==> src/rtl/ring_stop_pkg.sv <==
package ring_stop_pkg;

  typedef struct packed {
    logic passRing;
    logic ejectRing;
    logic injectRing;
    logic selfDeliver;
    logic bounce;
  } stopStrobes_t;

endpackage

==> src/rtl/rs_ctrl.sv <==
module rs_ctrl
  import ring_stop_pkg::*;
#(
  parameter int ID_W    = 3,
  parameter int NODE_ID = 1
) (
  input  logic            ringInValid,
  input  logic [ID_W-1:0] ringInDest,
  input  logic            injValid,
  input  logic [ID_W-1:0] injDest,
  input  logic            fifoFull,
  output stopStrobes_t    strobes
);

  localparam logic [ID_W-1:0] MyId = ID_W'(NODE_ID);

  logic ringMatch;
  logic injSelf;
  logic slotFree;

  always_comb begin
    ringMatch = ringInValid && (ringInDest == MyId);
    injSelf   = (injDest == MyId);

    strobes.ejectRing   = ringMatch && !fifoFull;
    strobes.bounce      = ringMatch && fifoFull;
    strobes.passRing    = ringInValid && !strobes.ejectRing;
    slotFree            = !strobes.passRing;
    strobes.injectRing  = injValid && !injSelf && slotFree;
    strobes.selfDeliver = injValid && injSelf && !fifoFull && !strobes.ejectRing;
  end

endmodule

==> src/rtl/rs_eject_fifo.sv <==
module rs_eject_fifo #(
  parameter int W     = 16,
  parameter int DEPTH = 4
) (
  input  logic         clk,
  input  logic         rstN,
  input  logic         push,
  input  logic [W-1:0] pushData,
  input  logic         pop,
  output logic         full,
  output logic         notEmpty,
  output logic [W-1:0] headData
);

  localparam int AW = (DEPTH > 1) ? $clog2(DEPTH) : 1;
  localparam int CW = $clog2(DEPTH + 1);
  localparam logic [AW-1:0] LastIdx = AW'(DEPTH - 1);
  localparam logic [CW-1:0] FullCnt = CW'(DEPTH);

  logic [W-1:0]  mem [DEPTH];
  logic [AW-1:0] wrPtr, rdPtr;
  logic [CW-1:0] count;
  logic          popEff;
  logic          pushEff;

  assign full     = (count == FullCnt);
  assign notEmpty = (count != '0);
  assign headData = mem[rdPtr];
  assign popEff   = pop && notEmpty;
  assign pushEff  = push && !full;

  always_ff @(posedge clk) begin
    if (pushEff) mem[wrPtr] <= pushData;
  end

  always_ff @(posedge clk) begin
    if (!rstN) begin
      wrPtr <= '0;
      rdPtr <= '0;
      count <= '0;
    end else begin
      if (pushEff) wrPtr <= (wrPtr == LastIdx) ? '0 : wrPtr + 1'b1;
      if (popEff)  rdPtr <= (rdPtr == LastIdx) ? '0 : rdPtr + 1'b1;
      case ({pushEff, popEff})
        2'b10:   count <= count + 1'b1;
        2'b01:   count <= count - 1'b1;
        default: count <= count;
      endcase
    end
  end

  // no write is ever attempted into a full FIFO
  p_no_overflow_r8: assert property (@(posedge clk) disable iff (!rstN)
    push |-> !full);

  // a pop on a non-empty FIFO without a push lowers occupancy
  p_pop_drains_r8: assert property (@(posedge clk) disable iff (!rstN)
    (popEff && !pushEff) |=> !full);

endmodule

==> src/rtl/rs_datapath.sv <==
module rs_datapath
  import ring_stop_pkg::*;
#(
  parameter int ID_W     = 3,
  parameter int PAY_W    = 16,
  parameter int EJ_DEPTH = 4,
  parameter int CNT_W    = 8
) (
  input  logic             clk,
  input  logic             rstN,
  input  stopStrobes_t     strobes,
  input  logic             ringInValid,
  input  logic [ID_W-1:0]  ringInDest,
  input  logic [PAY_W-1:0] ringInData,
  input  logic [ID_W-1:0]  injDest,
  input  logic [PAY_W-1:0] injData,
  input  logic             ejPop,
  output logic             ringOutValid,
  output logic [ID_W-1:0]  ringOutDest,
  output logic [PAY_W-1:0] ringOutData,
  output logic             fifoFull,
  output logic             ejValid,
  output logic [PAY_W-1:0] ejData,
  output logic [CNT_W-1:0] bounceCount
);

  logic             fifoPush;
  logic [PAY_W-1:0] fifoPushData;

  assign fifoPush     = strobes.ejectRing || strobes.selfDeliver;
  assign fifoPushData = strobes.ejectRing ? ringInData : injData;

  rs_eject_fifo #(.W(PAY_W), .DEPTH(EJ_DEPTH)) u_fifo (
    .clk      (clk),
    .rstN     (rstN),
    .push     (fifoPush),
    .pushData (fifoPushData),
    .pop      (ejPop),
    .full     (fifoFull),
    .notEmpty (ejValid),
    .headData (ejData)
  );

  // ring latch stage
  always_ff @(posedge clk) begin
    if (!rstN) begin
      ringOutValid <= 1'b0;
      ringOutDest  <= '0;
      ringOutData  <= '0;
    end else if (strobes.passRing) begin
      ringOutValid <= 1'b1;
      ringOutDest  <= ringInDest;
      ringOutData  <= ringInData;
    end else if (strobes.injectRing) begin
      ringOutValid <= 1'b1;
      ringOutDest  <= injDest;
      ringOutData  <= injData;
    end else begin
      ringOutValid <= 1'b0;
    end
  end

  always_ff @(posedge clk) begin
    if (!rstN)               bounceCount <= '0;
    else if (strobes.bounce) bounceCount <= bounceCount + 1'b1;
  end

  // passing traffic leaves one cycle later unchanged
  p_pass_latch_r1: assert property (@(posedge clk) disable iff (!rstN)
    strobes.passRing |=> ringOutValid && ringOutDest == $past(ringInDest)
                         && ringOutData == $past(ringInData));

  // a bounce keeps the flit on the ring and counts once
  p_bounce_count_r6: assert property (@(posedge clk) disable iff (!rstN)
    strobes.bounce |=> ringOutValid && bounceCount == CNT_W'($past(bounceCount) + 1'b1));

  // the counter moves only on a bounce
  p_count_stable_r6: assert property (@(posedge clk) disable iff (!rstN)
    !strobes.bounce |=> $stable(bounceCount));

  // a valid input flit is either stored in the FIFO or kept on the ring
  p_no_drop_r1: assert property (@(posedge clk) disable iff (!rstN)
    (ringInValid && !fifoPush) |=> ringOutValid);

endmodule

==> src/rtl/ring_stop_arbiter.sv <==
module ring_stop_arbiter
  import ring_stop_pkg::*;
#(
  parameter int ID_W     = 3,
  parameter int NODE_ID  = 1,
  parameter int PAY_W    = 16,
  parameter int EJ_DEPTH = 4,
  parameter int CNT_W    = 8
) (
  input  logic             clk,
  input  logic             rstN,
  input  logic             ringInValid,
  input  logic [ID_W-1:0]  ringInDest,
  input  logic [PAY_W-1:0] ringInData,
  output logic             ringOutValid,
  output logic [ID_W-1:0]  ringOutDest,
  output logic [PAY_W-1:0] ringOutData,
  input  logic             injValid,
  input  logic [ID_W-1:0]  injDest,
  input  logic [PAY_W-1:0] injData,
  output logic             injTaken,
  output logic             ejValid,
  output logic [PAY_W-1:0] ejData,
  input  logic             ejPop,
  output logic [CNT_W-1:0] bounceCount
);

  localparam logic [ID_W-1:0] MyId = ID_W'(NODE_ID);

  stopStrobes_t strobes;
  logic         fifoFull;

  rs_ctrl #(.ID_W(ID_W), .NODE_ID(NODE_ID)) u_ctrl (
    .ringInValid (ringInValid),
    .ringInDest  (ringInDest),
    .injValid    (injValid),
    .injDest     (injDest),
    .fifoFull    (fifoFull),
    .strobes     (strobes)
  );

  rs_datapath #(
    .ID_W(ID_W), .PAY_W(PAY_W), .EJ_DEPTH(EJ_DEPTH), .CNT_W(CNT_W)
  ) u_dp (
    .clk          (clk),
    .rstN         (rstN),
    .strobes      (strobes),
    .ringInValid  (ringInValid),
    .ringInDest   (ringInDest),
    .ringInData   (ringInData),
    .injDest      (injDest),
    .injData      (injData),
    .ejPop        (ejPop),
    .ringOutValid (ringOutValid),
    .ringOutDest  (ringOutDest),
    .ringOutData  (ringOutData),
    .fifoFull     (fifoFull),
    .ejValid      (ejValid),
    .ejData       (ejData),
    .bounceCount  (bounceCount)
  );

  assign injTaken = strobes.injectRing || strobes.selfDeliver;

  // through traffic is never displaced by a local flit
  p_ring_priority_r3: assert property (@(posedge clk) disable iff (!rstN)
    (ringInValid && ringInDest != MyId && injDest != MyId) |-> !injTaken);

  // an ejected slot is reused by a waiting local flit in the same cycle
  p_eject_frees_r5: assert property (@(posedge clk) disable iff (!rstN)
    (ringInValid && ringInDest == MyId && !fifoFull && injValid && injDest != MyId)
      |-> injTaken);

  // a self-addressed local flit never reaches the ring output
  p_self_off_ring_r7: assert property (@(posedge clk) disable iff (!rstN)
    (injTaken && injDest == MyId) |=> !(ringOutValid && ringOutDest == MyId));

  // an empty slot with a waiting remote-bound flit is filled
  p_fill_empty_r2: assert property (@(posedge clk) disable iff (!rstN)
    (!ringInValid && injValid && injDest != MyId) |-> injTaken);

endmodule

==> config.mk <==
export PLATFORM = sky130hd
export DESIGN_NAME = ring_stop_arbiter
export DESIGN_NICKNAME = d
export VERILOG_FILES = /design/src/rtl/ring_stop_pkg.sv /design/src/rtl/rs_ctrl.sv /design/src/rtl/rs_eject_fifo.sv /design/src/rtl/rs_datapath.sv /design/src/rtl/ring_stop_arbiter.sv
export SDC_FILE = /design/constraint.sdc
export NUM_CORES = 1
export LEC_CHECK = 0
export ABC_AREA = 1
export BUFFER_PORTS_ARGS = -buffer_cell sky130_fd_sc_hd__buf_2
export CAP_MARGIN = 20
export CORE_MARGIN = 2
export CORE_UTILIZATION = 55
export CTS_CLUSTER_SIZE = 25
export DETAILED_ROUTE_END_ITERATION = 10
export PLACE_DENSITY_LB_ADDON = 0.15
export SYNTH_ARGS = -nofsm -noshare
export SYNTH_HDL_FRONTEND = slang
export SYNTH_SLANG_ARGS = --single-unit
export TNS_END_PERCENT = 10
==> constraint.sdc <==
create_clock -name clk -period 2.3 [get_ports clk]
set_input_delay 0.23 -clock clk [delete_from_list [all_inputs] [get_ports clk]]
set_output_delay 0.23 -clock clk [all_outputs]
set_load 0.03 [all_outputs]
### Yosys cells after proc, flatten, opt, wreduce, memory -nomap -nowiden

Memories as Yosys holds them, arrays and structs flattened. A register that Yosys moved wholly into a read port is not among the register bits.
Index checks and enable logic that the tools add are counted.

* $add $sub $neg: 5
* $mul: 0
* div/mod/pow operators: 0
* $lt $le $gt $ge: 0
* equal/unequal tests: 7
* shifts and indexed selects: 0
* mux-type cells: 14
* bitwise logic cells: 0
* reductions and logical operators: 20

Operators by type and width (number)
* $mux W16: 3
* $logic_and A1 B1 Y1: 11
* $add A8 B1 Y8 const B: 1
* $mux W2: 4
* $eq A2 B2 Y1 const B: 3
* $eq A3 B1 Y1 const B: 2
* $mux W3: 2
* $pmux W3 S2: 1
* $add A2 B1 Y2 const B: 2
* $logic_not A1 Y1: 4
* $mux W1: 4
* $reduce_bool A2 Y1: 2
* $add A3 B1 Y3 const B: 1
* $eq A3 B3 Y1 const B: 1
* $reduce_bool A3 Y1: 1
* $sub A3 B1 Y3 const B: 1
* $eq A2 B1 Y1 const B: 1
* $logic_or A1 B1 Y1: 2

* flip-flop bits (word level): 35
* latch bits: 0
* RAM bits: 64
* memory bits (read-only): 0
* input port bits: 43
* output and inout port bits: 46
* logic and storage cells: 54
* memories kept: 1

Memories
* u_dp.u_fifo.mem: words 4, bits a word 16, rd ports 1, clocked after memory_dff 1, wr ports 1, line rs_eject_fifo.sv:20 `logic [W-1:0] mem [DEPTH];`

### Depth between registers and ports, before layout

Gate-level depths: netlist of the first run.

* depth in word-level cells: 9
* depth in mapped cells: 11
* gate-level depth less buffers: 11

### Hierarchy

From an unflattened synthesis of the first run, not the netlist that was laid out.

* cell total of the unflattened synthesis: 472
* area, all modules: 4426.7 um^2

Modules (own cells, without submodules)
* rs_eject_fifo: times used 1, cells each 222, area each 2861.5 um^2, sequential area each 2102.0 um^2
* rs_datapath: times used 1, cells each 231, area each 1477.7 um^2, sequential area each 560.5 um^2
* rs_ctrl: times used 1, cells each 16, area each 76.3 um^2, sequential area each 0.0 um^2
* ring_stop_arbiter: times used 1, cells each 3, area each 11.3 um^2, sequential area each 0.0 um^2

### Worst setup path after synthesis of the first run

Ideal clock, no wire load.

* path kind: reg-to-reg
* start point: register u_dp.u_fifo.count[0]
* end point: register u_dp.u_fifo.count[2]
* setup time: 0.122 ns
* arrival: 1.840 ns
* required time: 2.178 ns
* slack: 0.338 ns
* stages on the path, launching flop included: 12
* buffers on the path: 0
* clock period less this slack: 1.962 ns
* cell sequence: dfxtp_1 > inv_1 > nand3_1 > nand2_1 > inv_1 > ha_1 > inv_1 > fa_1 > a21oi_1 > o21ai_0 > o21ai_0 > a21oi_1

* elaborated cells between the ends (all ways): 16
* classes of those cells: add/sub (2); eq/ne (3); mux (1); reduce/logical (10)

RTL lines
* from (decl): line rs_eject_fifo.sv:22 `logic [CW-1:0] count;`
* from (signal assigned): line rs_eject_fifo.sv:45 `2'b10: count <= count + 1'b1;`
* from (signal assigned): line rs_eject_fifo.sv:46 `2'b01: count <= count - 1'b1;`
* from (signal assigned): line rs_eject_fifo.sv:47 `default: count <= count;`
* $reduce_bool A3 Y1 (*): line rs_eject_fifo.sv:27 `assign notEmpty = (count != '0);`
* via ejValid: line ring_stop_arbiter.sv:22 `output logic ejValid,`
* $logic_and A1 B1 Y1 (*): line rs_eject_fifo.sv:29 `assign popEff = pop && notEmpty;`
* via u_dp.u_fifo.popEff: line rs_eject_fifo.sv:23 `logic popEff;`
* $eq A2 B1 Y1 or $eq A2 B2 Y1 (tied branches): line rs_eject_fifo.sv:44 `case ({pushEff, popEff})`
* $pmux W3 S2 or $reduce_bool A2 Y1 (tied branches)

Mark *: on every way through the listed nets, which the timed path passes. The rest lies on a longest branch.
A chain may end at the register's enable or synchronous reset.

### Final worst setup path of the first run

* start point: register u_dp.u_fifo.count[0]
* end point: register u_dp.u_fifo.count[2]

* cells in the longest elaborated chain, start to end: 9
* elaborated cells between the ends (all ways): 16
* classes of those cells: add/sub (2); eq/ne (3); mux (1); reduce/logical (10)

Ends and longest elaborated chain
* $eq A3 B3 Y1: line rs_eject_fifo.sv:26 `assign full = (count == FullCnt);`
* $logic_not A1 Y1: line rs_ctrl.sv:25, rs_ctrl.sv:30, rs_eject_fifo.sv:30
* $logic_and A1 B1 Y1: line rs_ctrl.sv:25 `strobes.ejectRing = ringMatch && !fifoFull;`
* $logic_not A1 Y1: line rs_ctrl.sv:30 `strobes.selfDeliver = injValid && injSelf && !fifoFull && !strobes.ejectRing;`
* $logic_and A1 B1 Y1: line rs_ctrl.sv:30
* $logic_or A1 B1 Y1: line rs_datapath.sv:30 `assign fifoPush = strobes.ejectRing || strobes.selfDeliver;`
* $logic_and A1 B1 Y1: line rs_eject_fifo.sv:30 `assign pushEff = push && !full;`
* $eq A2 B1 Y1 or $eq A2 B2 Y1 (tied branches): line rs_eject_fifo.sv:44
* $pmux W3 S2 or $reduce_bool A2 Y1 (tied branches)

Parallel ways exist; a longest one is shown, timed or not.

==> metrics.cfg, run 1 <==
[final_layout]
fin_area_sq_mm=0.005204
layoutNonFillerInstCount=681
drive_gt1_frac=0.2142
diodes=0
fin_nets=625
final_core_util=0.6699
fill_cells=642
area_growth_pct=17.62

[logic_synthesis]
ys_seq_area_frac=0.6018
synth_cell_types=24
synth_nets=534
ys_ff_latch=101
synthesis.area_sq_mm=0.004424
yosysWarnings=0
syn_inst=483
syn_area_per_cell_sq_um=9.160

[global_routing]
first_global_vias=3346
grt_max_degree=40
grt_usage=0.2412
antenna_found_initial=0
gr-total-overflow=0
grt_pass1_wl_mm=16.17

[sta]
fin_hold_ws_ps=184.4
max_slew_margin=0.6354
setup_violations=0
hold_viol_final=0
worst_slew_pin_slew_ps=546.9
slew_violations=0
clock_skew_ps=11.82
fmax_mhz=482.9
fin_crit_ps=2071
min_period_over_period=0.9004
rsz0062_at_grt=false
setup_slack_ps=229.1
fin_setup_tns_ps=0

[placed_design]
place_congestion=0.8933
dp_cells=665
dpl_worst_slack_ps=321.0
dpl_cell_area_sq_mm=0.005016
port_buffers=88
dp_hpwl_mm=6.968

[cts]
cts.clk_slew.worst_paths_ps=90
clockBufferDepth=2
postCtsHoldBufs=0
cts_buffers=9
cts_setup_buffers=0
numClockSinks=101
cts_root_buffer=clkbuf_8
clk_latency_ps=360
cts_tree=built
htreeDepth=3

[setup_path]
reg2reg_depth=10
critPathLaunchType=flip-flop
path_depth=10
cp_max_fo=5
crit_start=u_dp.u_fifo.count[0]
critical_path_class=reg2reg
worstPathCellList=inv_1 > nand3_1 > o21ai_1 > ha_1 > inv_1 > fa_1 > a21oi_1 > o21ai_0 > o21ai_0 > a21oi_1
slowest_delay_ps=390
endpoint_kind=flip-flop
r2r_end=u_dp.u_fifo.count[2]
crit_buf_inv=2
crit_required_ps=2550
cpMaxStageDelayCell=fa_1
r2r_setup_slack_ps=230
endpoint=u_dp.u_fifo.count[2]
r2r-start=u_dp.u_fifo.count[0]
worstPathArrival_ps=2320
timing.critical_path.max_delay_family=compound AO/OA/AOI/OAI gates

[floorplanning]
dieArea_sq_mm=0.008778
dieHeight_um=93.69
ios=89
fp.coreArea_sq_mm=0.007767
initial_core_util=0.5696
rows=32
fp.dieW_um=93.69

[power]
p_leak_nw=2.343
irDropWorstVdd_v=0.0003501
p_per_area_mw_per_mm2=771.5
power_mw=4.015

[route]
vias=3640
drtIter0Drc=169
drtPass1Iterations=4
ant_nets=0
wirelength_mm=10.13
drt-wirelength-per-cell_um=14.88
drc=0
route.detailed.vias_per_inst=5.345

[run_status]
status=completed

[hold_path]
hold_class=in2reg

[run]
drv_cap=0

==> report_power, final <==
part	internal [mW]	switching, mW	total (mW)
Combinational	0.277	0.670	0.947
Sequential	2.00	0.0294	2.03
Clock	0.408	0.634	1.04
Total	2.68	1.33	4.01
==> cells in the mapped netlist <==
library cell / number / area (sq um)
clkinv_1: 1 / 3.750
nor2_1: 50 / 187.7
xor2_1: 1 / 8.760
nand2_1: 91 / 341.6
fa_1: 1 / 20.02
o21ai_1: 1 / 5.000
inv_1: 46 / 172.7
nor3b_1: 1 / 7.510
buf_2: 8 / 40.04
o211a_1: 1 / 10.01
nand3b_1: 1 / 7.510
nand2_2: 2 / 12.51
nor3_1: 1 / 5.000
ha_1: 7 / 87.58
nor2_2: 1 / 6.260
dfxtp_1: 37 / 740.7
edfxtp_1: 64 / 1922
o22ai_1: 16 / 100.1
nand4_1: 1 / 6.260
clkbuf_1: 15 / 56.30
nand3_1: 82 / 410.4
a21oi_1: 11 / 55.05
buf_1: 2 / 7.510
o21ai_0: 42 / 210.2
==> layout by cell type, fill, tap and decap left out, drive strengths merged <==
| cell | instances |
|---|---|
| buf | 105 |
| nand2 | 93 |
| nand3 | 82 |
| edfxtp | 64 |
| nor2 | 51 |
| inv | 48 |
| o21ai | 43 |
| dfxtp | 37 |
| o22ai | 16 |
| a21oi | 11 |
| clkbuf | 9 |
| ha | 7 |
| clkinvlp | 3 |
| clkinv | 3 |
| nand3b | 1 |
| o211a | 1 |
| nor3 | 1 |
| nand4 | 1 |
| nor3b | 1 |
| xor2 | 1 |
| fa | 1 |
==> layout make-up <==
type,instances,area [sq um],area share
clock inverter,7,58.81,0.01130
sequential,101,2663,0.5117
clock buffer,9,123.9,0.02380
tap,102,127.6,0.02453
multi-input combinational,310,1486,0.2856
timing repair buffer,105,568.0,0.1092
inverter,47,176.4,0.03390
==> cells by family after synthesis <==
kind of cell / share of synthesized area
AND/OR/NAND/NOR: 0.2226
flip-flops: 0.6018
buffers and inverters: 0.06335
XOR/XNOR: 0.001980
adder cells (fa/ha/maj): 0.02432
AO/OA/AOI/OAI: 0.08597
==> worst reg2reg max path, stage by stage, from the launching register on <==
cell     delay, ps
dfxtp_1        310
inv_1          130
nand3_1        210
o21ai_1        170
ha_1           170
inv_1           70
fa_1           390
a21oi_1        180
o21ai_0        120
o21ai_0        160
a21oi_1         60
==> registers in the layout, indices dropped and copies added (netlist names), named ones only <==
signal / flops
u_dp.u_fifo.rdPtr: 2
u_dp.ringOutData: 16
u_dp.u_fifo.wrPtr: 2
u_dp.ringOutValid: 1
u_dp.ringOutDest: 3
u_dp.u_fifo.count: 3
u_dp.u_fifo.mem: 64
u_dp.bounceCount: 8
==> worst min path at each step <==
stage	start	endpoint	slack (ps)	cells past startpoint
final	ringInDest[1]	u_dp.ringOutDest[1]	180	5
after global routing	injData[12]	u_dp.ringOutData[12]	190	5
after CTS	ringInDest[1]	u_dp.ringOutDest[1]	180	5
after detailed placement	u_dp.u_fifo.count[1]	u_dp.u_fifo.count[1]	490	2
after global placement	u_dp.u_fifo.count[1]	u_dp.u_fifo.count[1]	480	2
after floorplan	ringInDest[1]	u_dp.ringOutDest[1]	430	4
==> what timing repair did <==
item / 4_1_cts / 5_1_grt
endpoints found under the hold margin: 0 / 0
endpoints found under the setup margin: 0 / 1
resized for setup: 0 / 1
==> routing by layer <==
metal  track usage  share of wire  wire (um)
met1        0.3425           0.44       4491
met2        0.3637           0.47       4789
met3       0.06100          0.072        732
met4       0.08213          0.012        120
met5             0              0          0
No activity file was read; power rests on OpenSTA's default activity.
==> run 2: changes to the inputs <==
- RECOVER_POWER: default -> 25
==> run 2 against run 1 <==
Power is 0.19% lower. Sequential power about the same. Count of clock-buffer cells in the layout did not move. Non-clock buffer count stayed put. Critical path depth stayed put. Register-to-register slack lost 20 ps. Sequential cell count unchanged. Wire length shrank 0.57%. Clock power hardly changed. Final area down 1.0%. First-iteration DRC count grew 10%. Critical endpoint unchanged. Largest power group unchanged. Highest routed layer unchanged.
==> metrics.cfg, run 2 (synthesis gave the netlist of run 1 again) <==
[global_routing]
grt_pass1_wl_mm=16.17
grt_usage=0.2412
first_global_vias=3346
grt_max_degree=40
gr-total-overflow=0
antenna_found_initial=0

[cts]
htreeDepth=3
cts_setup_buffers=0
numClockSinks=101
cts.clk_slew.worst_paths_ps=90
cts_buffers=9
cts_tree=built
cts_root_buffer=clkbuf_8
clockBufferDepth=2
clk_latency_ps=360

[placed_design]
dp_hpwl_mm=6.968
place_congestion=0.8933
dpl_cell_area_sq_mm=0.005016
port_buffers=88

[setup_path]
crit_required_ps=2550
endpoint_kind=flip-flop
slowest_delay_ps=390
r2r_setup_slack_ps=210
worstPathCellList=inv_1 > nand3_1 > o21ai_0 > ha_1 > inv_1 > fa_1 > a21oi_1 > o21ai_0 > o21ai_0 > a21oi_1
critical_path_class=reg2reg
cpMaxStageDelayCell=fa_1
cp_common_cell=o21ai_0
timing.critical_path.max_delay_family=compound AO/OA/AOI/OAI gates
worstPathArrival_ps=2340
critPathLaunchType=flip-flop
cp_max_fo=5
crit_buf_inv=2

[route]
drc=0
vias=3659
drtPass1Iterations=4
ant_nets=0
drt-wirelength-per-cell_um=14.80
drtIter0Drc=186
route.detailed.vias_per_inst=5.373
wirelength_mm=10.08

[final_layout]
drive_gt1_frac=0.1572
regMostFlops=u_dp.u_fifo.mem
diodes=0
fin_nets=625
area_growth_pct=16.40
fin_area_sq_mm=0.005150
final_core_util=0.6630
fill_cells=664
largestRegisters=u_dp.u_fifo.mem: 64 flops, u_dp.ringOutData: 16 flops, u_dp.bounceCount: 8 flops
largest_reg_flops=64
final_cell_mix=91 x nand2_1, 82 x nand3_1, 64 x edfxtp_1
final_common_cell=nand2_1

[floorplanning]
ios=89
fp.dieW_um=93.69
fp.coreArea_sq_mm=0.007767
dieArea_sq_mm=0.008778
dieHeight_um=93.69
initial_core_util=0.5696
rows=32

[power]
switching_share=0.3337
combPwrFrac=0.233
power_mw=4.007
clockPowerShare=0.261
p_per_area_mw_per_mm2=778.1
intPower_mw=2.670
p_leak_nw=2.212
seqPwrFrac=0.506
irDropWorstVdd_v=0.0003486
p_sw_mw=1.337

[sta]
hold_viol_final=0
min_period_over_period=0.9090
rsz0062_at_grt=false
fin_setup_tns_ps=0
max_slew_margin=0.5210
slew_violations=0
worst_slew_pin_slew_ps=718.5
setup_violations=0
clock_skew_ps=12.48
fin_hold_ws_ps=186.2
fin_crit_ps=2091
fmax_mhz=478.3

[hold_path]
hold_class=in2reg

[run]
drv_cap=0

[run_status]
status=completed

run 2: cell types whose count changed in the layout (fill, tap and decap cells not counted):
cell / before / now
buf_2: 88 / 59
o21ai_1: 1 / 0
buf_4: 17 / 12
clkbuf_1: 0 / 33
clkbuf_2: 0 / 1
o21ai_0: 42 / 43
run 2: worst paths after layout:
kind                             start                   end  depth (start not counted)
setup / recovery  u_dp.u_fifo.count[0]  u_dp.u_fifo.count[2]                         10
hold reg to reg   u_dp.u_fifo.wrPtr[1]  u_dp.u_fifo.wrPtr[1]                          2
setup reg to reg  u_dp.u_fifo.count[0]  u_dp.u_fifo.count[2]                         10
hold / removal           ringInDest[1]   u_dp.ringOutDest[1]                          5
run 2: repair_timing:
action	4_1_cts	5_1_grt
hold buffers	0	0
gates resized for setup	0	1
endpoints found under the setup margin	0	1
run 2: power groups by stage:
stage / clock (mW) / sequential [mW] / combinational (mW)
2_1_floorplan: 0 / 2.12 / 0.599
3_3_place_gp: 0 / 2.07 / 0.925
3_5_place_dp: 0 / 2.07 / 0.949
4_1_cts: 1.06 / 2.03 / 0.951
5_1_grt: 1.14 / 2.03 / 1.02
6_report: 1.05 / 2.03 / 0.934
run 2: tightest hold or removal path: cells and delay by family:
kind	cells	cell delay, ps
simple gates	3	160
buf+inv	2	130
run 2: per-stage QoR:
step | std cells | setup slack (ps)
final | 681 | 209.3
after global routing | 681 | 45.67
after CTS | 681 | 185.1
after detailed placement | 665 | 321.0
after global placement | 665 | 436.3
after floorplan | 483 | 337.8
run 2: per-layer routing:
layer  vias up  routed length (um)  GRT usage
met5         -                   0          0
met4         0                 108    0.08213
met3        11                 718    0.06100
met2       117                4696     0.3637
met1      1718                4553     0.3425
li1       1813                   -          -
run 2: final cells by class:
class / count / area, sq um / area share
sequential: 101 / 2663 / 0.5170
multi-input combinational: 310 / 1486 / 0.2886
timing repair buffer: 105 / 514.2 / 0.09985
inverter: 47 / 176.4 / 0.03426
tap: 102 / 127.6 / 0.02478
clock buffer: 9 / 123.9 / 0.02405
clock inverter: 7 / 58.81 / 0.01142
